[src/rtl/cg_clk_pkg.sv]
package cg_clk_pkg;
  // Pipeline depth of every cluster: decode, register read, execute, writeback.
  localparam int STAGE_CNT = 4;
  localparam int MAX_CLUSTERS = 4;

  typedef enum logic [1:0] {
    STG_DEC = 2'd0,
    STG_RR  = 2'd1,
    STG_EX  = 2'd2,
    STG_WB  = 2'd3
  } stage_e;
endpackage

[src/rtl/cg_mask_latch.sv]
// Holds the shutoff mask. Captures only under the strobe; the lowest
// cluster bit is never stored as "off".
module cg_mask_latch #(
  parameter int NUM_CLUSTERS = 4
) (
  input  logic                    clk,
  input  logic                    rst,
  input  logic                    mask_stb,
  input  logic [NUM_CLUSTERS-1:0] mask_off,
  output logic [NUM_CLUSTERS-1:0] hold_nxt
);
  localparam logic [NUM_CLUSTERS-1:0] KEEP_MASK = ~{{(NUM_CLUSTERS-1){1'b0}}, 1'b1};

  logic [NUM_CLUSTERS-1:0] hold_q;

  always_comb begin
    hold_nxt = hold_q;
    if (mask_stb) hold_nxt = mask_off & KEEP_MASK;
  end

  always_ff @(posedge clk) begin
    if (rst) hold_q <= '0;
    else     hold_q <= hold_nxt;
  end

  // without the strobe the stored mask does not move
  p_hold_without_stb_r2: assert property (@(posedge clk) disable iff (rst)
    !mask_stb |=> $stable(hold_q));

  // lowest cluster never recorded as off
  p_cluster0_not_held_r5: assert property (@(posedge clk) disable iff (rst)
    !hold_q[0]);
endmodule

[src/rtl/cg_gate_decide.sv]
// Turns the stored shutoff mask into a per-cluster run decision.
module cg_gate_decide #(
  parameter int NUM_CLUSTERS = 4
) (
  input  logic [NUM_CLUSTERS-1:0] hold_nxt,
  output logic [NUM_CLUSTERS-1:0] run_nxt
);
  always_comb begin
    for (int c = 0; c < NUM_CLUSTERS; c++) begin
      run_nxt[c] = (c == 0) ? 1'b1 : ~hold_nxt[c];
    end
  end
endmodule

[src/rtl/cg_stage_cascade.sv]
// Ripples the run decision through the pipeline stages, one edge per stage,
// and applies the override on the registered enables.
module cg_stage_cascade
  import cg_clk_pkg::*;
#(
  parameter int NUM_CLUSTERS = 4
) (
  input  logic                                   clk,
  input  logic                                   rst,
  input  logic                                   force_all_on,
  input  logic [NUM_CLUSTERS-1:0]                run_in,
  output logic [STAGE_CNT-1:0][NUM_CLUSTERS-1:0] en_q
);
  logic [STAGE_CNT-1:0][NUM_CLUSTERS-1:0] run_q;
  logic [STAGE_CNT-1:0][NUM_CLUSTERS-1:0] run_d;

  genvar s;
  generate
    for (s = 0; s < STAGE_CNT; s++) begin : g_stage
      if (s == 0) begin : g_head
        assign run_d[s] = run_in;
      end else begin : g_tail
        assign run_d[s] = run_q[s-1];

        // each later stage copies the earlier one a cycle late
        p_stage_shift_r4: assert property (@(posedge clk) disable iff (rst)
          1'b1 |=> run_q[s] == $past(run_q[s-1]));
      end

      always_ff @(posedge clk) begin
        if (rst) begin
          run_q[s] <= '1;
          en_q[s]  <= '1;
        end else begin
          run_q[s] <= run_d[s];
          en_q[s]  <= run_d[s] | {NUM_CLUSTERS{force_all_on}};
        end
      end

      // override gives all-on enables one edge later
      p_force_on_r7: assert property (@(posedge clk) disable iff (rst)
        force_all_on |=> &en_q[s]);
    end
  endgenerate
endmodule

[src/rtl/cg_cluster_clock_ctrl.sv]
module cg_cluster_clock_ctrl
  import cg_clk_pkg::*;
#(
  parameter int NUM_CLUSTERS = 4
) (
  input  logic                    clk,
  input  logic                    rst,
  input  logic                    mask_stb,
  input  logic [NUM_CLUSTERS-1:0] mask_off,
  input  logic                    force_all_on,
  output logic [NUM_CLUSTERS-1:0] en_dec,
  output logic [NUM_CLUSTERS-1:0] en_rr,
  output logic [NUM_CLUSTERS-1:0] en_ex,
  output logic [NUM_CLUSTERS-1:0] en_wb
);
  localparam logic [NUM_CLUSTERS-1:0] LSB_ONE = {{(NUM_CLUSTERS-1){1'b0}}, 1'b1};

  initial begin
    if (NUM_CLUSTERS < 2 || NUM_CLUSTERS > MAX_CLUSTERS)
      $error("NUM_CLUSTERS out of range");
  end

  logic [NUM_CLUSTERS-1:0]                hold_nxt;
  logic [NUM_CLUSTERS-1:0]                run_nxt;
  logic [STAGE_CNT-1:0][NUM_CLUSTERS-1:0] en_q;

  cg_mask_latch #(.NUM_CLUSTERS(NUM_CLUSTERS)) u_latch (
    .clk      (clk),
    .rst      (rst),
    .mask_stb (mask_stb),
    .mask_off (mask_off),
    .hold_nxt (hold_nxt)
  );

  cg_gate_decide #(.NUM_CLUSTERS(NUM_CLUSTERS)) u_decide (
    .hold_nxt (hold_nxt),
    .run_nxt  (run_nxt)
  );

  cg_stage_cascade #(.NUM_CLUSTERS(NUM_CLUSTERS)) u_cascade (
    .clk          (clk),
    .rst          (rst),
    .force_all_on (force_all_on),
    .run_in       (run_nxt),
    .en_q         (en_q)
  );

  assign en_dec = en_q[STG_DEC];
  assign en_rr  = en_q[STG_RR];
  assign en_ex  = en_q[STG_EX];
  assign en_wb  = en_q[STG_WB];

  // accepted mask lands on decode at the capturing edge
  p_dec_takes_mask_r3: assert property (@(posedge clk) disable iff (rst)
    (mask_stb && !force_all_on) |=> en_dec == ($past(~mask_off) | LSB_ONE));

  // cluster 0 clocks always run
  p_cluster0_runs_r5: assert property (@(posedge clk) disable iff (rst)
    en_dec[0] && en_rr[0] && en_ex[0] && en_wb[0]);

  // first cycle after reset everything is enabled
  p_reset_all_on_r1: assert property (@(posedge clk)
    rst |=> (&en_dec && &en_rr && &en_ex && &en_wb));
endmodule

[config.mk]
export PLATFORM = sky130hd
export DESIGN_NAME = cg_cluster_clock_ctrl
export DESIGN_NICKNAME = d
export VERILOG_FILES = /design/src/rtl/cg_clk_pkg.sv /design/src/rtl/cg_mask_latch.sv /design/src/rtl/cg_gate_decide.sv /design/src/rtl/cg_stage_cascade.sv /design/src/rtl/cg_cluster_clock_ctrl.sv
export SDC_FILE = /design/constraint.sdc
export NUM_CORES = 1
export LEC_CHECK = 0
export ABC_AREA = 1
export BUFFER_PORTS_ARGS = -buffer_cell sky130_fd_sc_hd__buf_2
export CAP_MARGIN = 20
export CORE_MARGIN = 10
export CORE_UTILIZATION = 44
export DETAILED_ROUTE_END_ITERATION = 6
export HOLD_SLACK_MARGIN = 0.03
export MAX_ROUTING_LAYER = met4
export PLACE_DENSITY = 0.75
export SKIP_CTS_REPAIR_TIMING = 1
export SLEW_MARGIN = 10
export SYNTH_ARGS = -nofsm -noshare
export SYNTH_HDL_FRONTEND = slang
export SYNTH_HIERARCHICAL = 1
export SYNTH_SLANG_ARGS = --single-unit
[constraint.sdc]
create_clock -name clk -period 1 [get_ports clk]
set_clock_uncertainty 0.15 [all_clocks]
set_input_delay 0.05 -clock clk [delete_from_list [all_inputs] [get_ports clk]]
set_output_delay 0.05 -clock clk [all_outputs]
set_load 0.01 [all_outputs]
==> results of run 1 <==
==> final cells by class <==
cell class | instances | area [sq um] | share of cell area (%)
Clock buffer | 6 | 51.30 | 4.376
Clock inverter | 2 | 35.03 | 2.988
Inverter | 30 | 112.6 | 9.605
Tap cell | 27 | 33.78 | 2.882
Sequential cell | 31 | 624.3 | 53.26
Timing Repair Buffer | 24 | 147.6 | 12.59
Multi-Input combinational cell | 42 | 167.7 | 14.30
==> routing by layer <==
layer  part of all wire (%)  GRT usage [%]  vias to the layer above  routed length [microns]
met5                      0              -                        -                        0
met4                    1.7          7.219                        0                       27
met3                    7.6          5.424                        3                      118
met2                     49          13.65                       18                      762
met1                     41          6.502                      262                      643
li1                       -              -                      341                        -
==> power groups by stage <==
stage          clock network (uW)  registers, uW  logic [uW]
2_1_floorplan                   0           1330        75.0
3_3_place_gp                    0           1320         125
3_5_place_dp                    0           1320         128
4_1_cts                      1030           1290         129
5_1_grt                      1080           1300         166
6_report                     1000           1290         144
==> state kept, by name (all words and copies together), names as in the netlist <==
name / cells
u_cascade/en_q: 16
u_cascade/run_d: 12
u_latch/hold_q: 3
==> per-stage QoR <==
step,power [uW],util (%)
2_1_floorplan,1404,-
3_3_place_gp,1444,53.25
3_5_place_dp,1450,53.25
4_1_cts,2448,57.65
5_1_grt,2543,59.76
6_report,2439,59.76
==> worst max path at each step <==
stage                                       startpoint                           end  slack [ps]  depth (start not counted)
after global routing      u_latch/hold_q[2]$_SDFF_PP0_  u_cascade/en_q[2]$_SDFF_PP1_         -80                          7
after detailed placement  u_latch/hold_q[2]$_SDFF_PP0_  u_cascade/en_q[2]$_SDFF_PP1_          20                          7
after CTS                 u_latch/hold_q[2]$_SDFF_PP0_  u_cascade/en_q[2]$_SDFF_PP1_       -0.07                          7
after global placement    u_latch/hold_q[1]$_SDFF_PP0_  u_cascade/en_q[1]$_SDFF_PP1_          30                          7
final                     u_cascade/en_q[6]$_SDFF_PP1_                      en_rr[2]          20                          1
after floorplan           u_latch/hold_q[2]$_SDFF_PP0_  u_cascade/en_q[2]$_SDFF_PP1_          80                          7
==> impl_results.md, run 1 <==
- Most frequent cells in the layout: inv_1, dfxtp_1, nand2_1
- Final count of hold timing violations: 18
- Antenna viol nets, final: 0
- Clock slew at reported path FFs: 100 ps
- Commonest non-fill, non-tap cell in the layout: inv_1
- Int Power: 1932 uW
- Antenna Diode Count: 0
- Static leakage: 0.0005760 uW
- Worst r2r dst: u_cascade/en_q[2]$_SDFF_PP1_
- Die height: 65.66 microns
- # clock sinks: 31
- Largest net degree at the start of global routing: 17
- Post-Synthesis Cells: 106
- Sw Ratio: 20.82%
- Top delay family on crit path: flip-flops
- Routed vias: 624
- Final hold slack: -189.6 ps
- Hpwl dp: 1100 microns
- Critical R2R Launch: u_latch/hold_q[2]$_SDFF_PP0_
- Max-slew violations: 0
- Worst EP arrival: 780 ps
- R2r setup slk: 20 ps
- Antenna violations before repair: 0
- Clock Path Buffers: 2
- All-Layer GR Usage: 8.479%
- DRC: 0
- Finish-stage setup viols: 0
- Worst Hold End: u_cascade/en_q[13]$_SDFF_PP1_
- Hold crit path type: input pin to register
- Pwr per Cell Area: 2081 nW/um^2
- Max-capacitance violation count: 0
- DR WL/cell: 9.574 microns
- YS warnings: 6
- DP Area: 1045 sq um
- Clock buffer count from CTS: 5
- Crit start category: register
- Syn_nets: 114
- Crit path cell chain: buf_2
- Worst-path fanout max: 1
- Worst stage delay on the critical path: 320 ps
- Synth Cell Area: 917.1 sq um
- Fill cells: 196
- Required time of the critical path: 800 ps
- Clk root buf: clkbuf_4
- Final setup margin: 19.48 ps
- Status: finished, violations left
- Crit end category: primary output
- CORE AREA: 1962 sq um
- CP Buf/Inv Count: 1
- 1st-pass router iterations: 4
- Post-Place Worst Slack: 17.09 ps
- HP Start: force_all_on
- Final worst path period need: 980.5 ps
- Total Wirelength: 1551 microns
- Layout area overhead: 27.83%
- VDD IR max: 1.324 mV
- H-tree depth: 2
- Global-route wire length before repair: 2594 microns
- Die X: 65.66 microns
- Total Neg Setup Slack: 0 ps
- Non-filler cells, final: 162
- RSZ-0062 raised after global routing: yes
- Final period utilization: 98.05%
- Failing checks: hold timing
- Placed cells: 153
- DRT iter0 DRCs: 6
- Clock Latency Late Sink: 330 ps
- Slowest cell on crit path: dfxtp_1
- Share of cells above drive strength 1: 29.63%
- Global route total overflow: 0
- Critical path class: register to primary output
- Full die area: 4311 sq um
- Logic pwr share: 5.9%
- Num ports: 24
- Sequential group share of total power: 53.0%
- Sw power: 507.8 uW
- Initial Utilization: 46.75%
- Vias per cell: 3.852
- Mean post-synth cell area: 8.652 sq um
- WHS Path Cells: 3
- Layout Nets: 142
- Std cell rows: 16
- Vias in the first global route: 630
- CTS tree: done
- Clock network fraction of design power: 41.1%
- Worst R2R Path Depth: 7
- Final non-filler cell area: 1172 sq um
- PortBufs: 22
- GPL Wtd Cong: 0.7174
- Max Clock Freq: 1020 MHz
Power figures use the tool's default switching activity.
==> run 2, diff against run 1 <==
- BUFFER_PORTS_ARGS: -buffer_cell sky130_fd_sc_hd__buf_2 -> unset
- DONT_BUFFER_PORTS: unset -> 1
- PLACE_DENSITY: 0.75 -> 0.66
- REMOVE_ABC_BUFFERS: unset -> 1
==> impl_results.md, run 2 (synthesis results as in run 1) <==
- Finish-stage setup viols: 0 (unchanged)
- Fill cells: 204 (was 196)
- Vias in the first global route: 506 (was 630)
- VDD IR max: 0.8543 mV (was 1.324 mV)
- Worst EP arrival: 990 ps (was 780 ps)
- H-tree depth: 2 (unchanged)
- Layout area overhead: 10.10% (was 27.83%)
- Max Clock Freq: 1048 MHz (was 1020 MHz)
- Crit start category: register (unchanged)
- Antenna viol nets, final: 0 (unchanged)
- Busiest layer in global routing: met2 (unchanged)
- Failing checks: hold timing (unchanged)
- Num ports: 24 (unchanged)
- Static leakage: 0.0004884 uW (was 0.0005760 uW)
- Clock Latency Late Sink: 300 ps (was 330 ps)
- Met1 track demand over resource: 6.354% (was 6.502%)
- Crit end category: register (was primary output)
- Placed cells: 131 (was 153)
- Area of the multi-input gates: 167.7 sq um (unchanged)
- Clock Path Buffers: 2 (unchanged)
- Commonest non-fill, non-tap cell in the layout: dfxtp_1 (was inv_1)
- Max-slew violations: 0 (unchanged)
- Share of cells above drive strength 1: 14.29% (was 29.63%)
- Final period utilization: 95.43% (was 98.05%)
- Status: finished, violations left (unchanged)
- Non-filler cells, final: 139 (was 162)
- Hold crit path type: input pin to register (unchanged)
- Sequential Area: 621.8 sq um (was 624.3 sq um)
- PortBufs: 0 (was 22)
- DRC: 0 (unchanged)
- Die height: 65.66 microns (unchanged)
- Global route total overflow: 0 (unchanged)
- Required time of the critical path: 1030 ps (was 800 ps)
- Max FFs per register: 16 (unchanged)
- Antenna violations before repair: 0 (unchanged)
- DRT iter0 DRCs: 3 (was 6)
- Post-Place Worst Slack: 8.539 ps (was 17.09 ps)
- Clk root buf: clkbuf_4 (unchanged)
- Most frequent cells in the layout: dfxtp_1, inv_1, nand2_1 (was inv_1, dfxtp_1, nand2_1)
- Vias per cell: 3.928 (was 3.852)
- Final worst path period need: 954.3 ps (was 980.5 ps)
- M3 GR Usage: 5.932% (was 5.424%)
- Final setup margin: 45.68 ps (was 19.48 ps)
- DR WL/cell: 9.353 microns (was 9.574 microns)
- Util after Layout: 51.47% (was 59.76%)
- 1st-pass router iterations: 2 (was 4)
- Clock slew at reported path FFs: 90 ps (was 100 ps)
- GR Util met2: 9.300% (was 13.65%)
- Layout Nets: 120 (was 142)
- Largest net degree at the start of global routing: 17 (unchanged)
- GPL Wtd Cong: 0.6662 (was 0.7174)
- Clock buffer count from CTS: 5 (unchanged)
- Antenna Diode Count: 0 (unchanged)
- All-Layer GR Usage: 6.821% (was 8.479%)
- Worst-path fanout max: 2 (was 1)
- Most flops, register: u_cascade/en_q (unchanged)
- Hpwl dp: 935.9 microns (was 1100 microns)
- Routed vias: 546 (was 624)
- R2r setup slk: 50 ps (was 20 ps)
- Full die area: 4311 sq um (unchanged)
- Total Wirelength: 1300 microns (was 1551 microns)
- Final hold slack: -344.9 ps (was -189.6 ps)
- Max-capacitance violation count: 0 (unchanged)
- Critical path class: register to register (was register to primary output)
- Pwr per Cell Area: 2057 nW/um^2 (was 2081 nW/um^2)
- # clock sinks: 31 (unchanged)
- Global-route wire length before repair: 2090 microns (was 2594 microns)
- Die X: 65.66 microns (unchanged)
- RSZ-0062 raised after global routing: yes (unchanged)
- Final count of hold timing violations: 25 (was 18)
- Initial Utilization: 46.75% (unchanged)
- CTS tree: done (unchanged)
- Std cell rows: 16 (unchanged)
- PnR Total Power: 2077 uW (was 2439 uW)
- CORE AREA: 1962 sq um (unchanged)
run 2: metrics by stage:
stage | hold slack, ps | TNS (ps) | area, sq um
floorplan | -33.13 | 0 | 893.4
finish | -344.9 | 0 | 1010
CTS | -358.5 | -6.724 | 991.0
detailed placement | -30.49 | 0 | 934.6
global placement | -30.73 | 0 | 934.6
global route | -372.9 | -99.17 | 1010
run 2: critical path, stage by stage, from the launching register on:
cell,delay [ps]
dfxtp_2,330
inv_2,30
nand2_1,40
nand2_1,60
inv_1,50
inv_1,40
nor2_2,90
nand2_1,50
run 2: final timing paths:
kind	from	endpoint	depth (start not counted)
max	u_latch/hold_q[1]$_SDFF_PP0_	u_cascade/en_q[1]$_SDFF_PP1_	7
min reg2reg	u_cascade/run_d[6]$_SDFF_PP1_	u_cascade/run_d[10]$_SDFF_PP1_	2
max reg2reg	u_latch/hold_q[1]$_SDFF_PP0_	u_cascade/en_q[1]$_SDFF_PP1_	7
min	rst	u_latch/hold_q[3]$_SDFF_PP0_	1
run 2: cell type report:
cell class              count  area share (%)
well taps                  27           3.346
clock buffers               6           5.081
repair buffers              2           1.735
clock inverters             1          0.4957
multi-input cells          42           16.60
flip-flops and latches     31           61.59
inverters                  30           11.15
run 2: per-layer routing:
metal  part of all wire [%]  vias to the layer above  wire (microns)
li1                       -                      295               -
met1                     44                      232             568
met5                      0                        -               0
met4                   0.92                        0              12
met2                     45                       17             586
met3                     10                        2             132
run 2: where the power goes:
part	internal (uW)	switching (uW)	total (uW)
sequential	1280	22.9	1300
combinational	34.4	50.8	85.1
clock	325	362	687
total	1640	436	2080
==> run 3, diff against run 2 <==
--- a/config.mk
+++ b/config.mk
@@ -14,5 +14,5 @@
 export HOLD_SLACK_MARGIN = 0.03
 export MAX_ROUTING_LAYER = met4
-export PLACE_DENSITY = 0.66
+export PLACE_DENSITY = 0.63
 export REMOVE_ABC_BUFFERS = 1
 export SKIP_CTS_REPAIR_TIMING = 1
==> constraint.sdc (replaced) <==
create_clock -name clk -period 1 [get_ports clk]
set_clock_uncertainty 0.15 [all_clocks]
set_input_delay 0.2 -clock clk [delete_from_list [all_inputs] [get_ports clk]]
set_output_delay 0.2 -clock clk [all_outputs]
set_load 0.01 [all_outputs]
==> impl_results.md, run 3 (synthesis results as in run 1) <==
- Num ports: 24 (unchanged)
- Final hold slack: -228.9 ps (was -344.9 ps)
- Max-slew violations: 0 (unchanged)
- Critical path class: register to primary output (was register to register)
- Vias per cell: 4.130 (was 3.928)
- Vias in the first global route: 567 (was 506)
- Critical R2R Launch: u_latch/hold_q[3]$_SDFF_PP0_ (was u_latch/hold_q[1]$_SDFF_PP0_)
- Fill cells: 206 (was 204)
- Full die area: 4311 sq um (unchanged)
- Finish-stage setup viols: 16 (was 0)
- Global-route wire length before repair: 2415 microns (was 2090 microns)
- Total Wirelength: 1446 microns (was 1300 microns)
- Global route total overflow: 0 (unchanged)
- Met1 WL: 581 microns (was 568 microns)
- DR WL/cell: 10.48 microns (was 9.353 microns)
- Final count of hold timing violations: 29 (was 25)
- Std cell rows: 16 (unchanged)
- Clock buffer count from CTS: 5 (unchanged)
- Initial Utilization: 46.75% (unchanged)
- Max Clock Freq: 962.2 MHz (was 1048 MHz)
- Pwr per Cell Area: 2264 nW/um^2 (was 2057 nW/um^2)
- DRT iter0 DRCs: 23 (was 3)
- Max-capacitance violation count: 0 (unchanged)
- Crit end category: primary output (was register)
- Most flops, register: u_cascade/en_q (unchanged)
- Clock Latency Late Sink: 320 ps (was 300 ps)
- Required time of the critical path: 650 ps (was 1030 ps)
- Most frequent cells in the layout: inv_1, nand2_1, dfxtp_2 (was dfxtp_1, inv_1, nand2_1)
- All-Layer GR Usage: 7.851% (was 6.821%)
- GPL Wtd Cong: 0.6369 (was 0.6662)
- Hold crit path type: input pin to register (unchanged)
- Post-Place Worst Slack: 2.922 ps (was 8.539 ps)
- Largest net degree at the start of global routing: 17 (unchanged)
- Worst EP arrival: 690 ps (was 990 ps)
- DP Area: 927.1 sq um (was 934.6 sq um)
- Met3 WL post-DR: 172 microns (was 132 microns)
- PortBufs: 0 (unchanged)
- # clock sinks: 31 (unchanged)
- Layout Nets: 118 (was 120)
- CP startpoint: u_cascade/en_q[7]$_SDFF_PP1_ (was u_latch/hold_q[1]$_SDFF_PP0_)
- Clock slew at reported path FFs: 100 ps (was 90 ps)
- Total Neg Setup Slack: -340.4 ps (was 0 ps)
- Hpwl dp: 954.6 microns (was 935.9 microns)
- Final non-filler cell area: 1054 sq um (was 1010 sq um)
- Status: finished, violations left (unchanged)
- Die height: 65.66 microns (unchanged)
- 1st-pass router iterations: 4 (was 2)
- Routed vias: 570 (was 546)
- Final worst path period need: 1039 ps (was 954.3 ps)
- Max FFs per register: 16 (unchanged)
- Final setup margin: -39.28 ps (was 45.68 ps)
- Final period utilization: 103.9% (was 95.43%)
- Antenna viol nets, final: 0 (unchanged)
- CTS tree: done (unchanged)
- Share of cells above drive strength 1: 34.23% (was 14.29%)
- Antenna violations before repair: 0 (unchanged)
- Clk root buf: clkbuf_4 (unchanged)
- DRC: 0 (unchanged)
- Commonest non-fill, non-tap cell in the layout: inv_1 (was dfxtp_1)
- CORE AREA: 1962 sq um (unchanged)
- Crit start category: register (unchanged)
- HP Start: rst (unchanged)
- Met2 WL post-DR: 651 microns (was 586 microns)
- Antenna Diode Count: 0 (unchanged)
- Static leakage: 0.0004837 uW (was 0.0004884 uW)
- VDD IR max: 2.101 mV (was 0.8543 mV)
- Worst-path fanout max: 1 (was 2)
- Clock Path Buffers: 2 (unchanged)
- H-tree depth: 2 (unchanged)
- Top routing layer in use: met4 (unchanged)
- Failing checks: hold timing, setup timing (was hold timing)
- RSZ-0062 raised after global routing: yes (unchanged)
- Layout area overhead: 14.87% (was 10.10%)
- Die X: 65.66 microns (unchanged)
-- run 3: cell types whose count changed in the layout (fill, tap and decap cells not counted), sizes merged --
cell	change
buf	-1
bufinv	+1
dlygate4sd3	-1
-- run 3: layer usage --
layer,up-vias,track usage [%]
met1,250,7.527
li1,293,-
met5,-,-
met3,4,6.271
met4,0,5.615
met2,23,10.39
-- run 3: layout make-up --
| cell class | count | area [sq um] | share of cell area, % |
|---|---|---|---|
| Tap cell | 27 | 33.78 | 3.207 |
| Inverter | 30 | 112.6 | 10.69 |
| Sequential cell | 31 | 643.1 | 61.05 |
| Clock buffer | 6 | 51.30 | 4.869 |
| Clock inverter | 2 | 35.03 | 3.325 |
| Multi-Input combinational cell | 42 | 177.7 | 16.86 |
-- run 3: metrics by stage --
step	util (%)	instances	power, uW	hold slack, ps
detailed placement	47.26	130	1409	122.8
CTS	51.66	138	2400	-237.0
floorplan	-	103	1391	116.9
finish	53.70	138	2385	-228.9
global placement	47.26	130	1405	120.6
global route	53.70	138	2504	-262.0
-- run 3: power breakdown --
part	leakage [uW]	switching [uW]	internal [uW]
Clock	0.0000482	398	591
Sequential	0.000248	23.6	1290
Combinational	0.000187	55.6	30.8
-- run 3: path summary, 6_finish.rpt --
| check | endpoint | slack (ps) | depth (start not counted) |
|---|---|---|---|
| hold reg to reg | u_cascade/en_q[15]$_SDFF_PP1_ | 270 | 2 |
| setup reg to reg | u_cascade/en_q[3]$_SDFF_PP1_ | 10 | 7 |
| setup / recovery | en_rr[3] | -40 | 0 |
| hold / removal | u_latch/hold_q[2]$_SDFF_PP0_ | -230 | 1 |
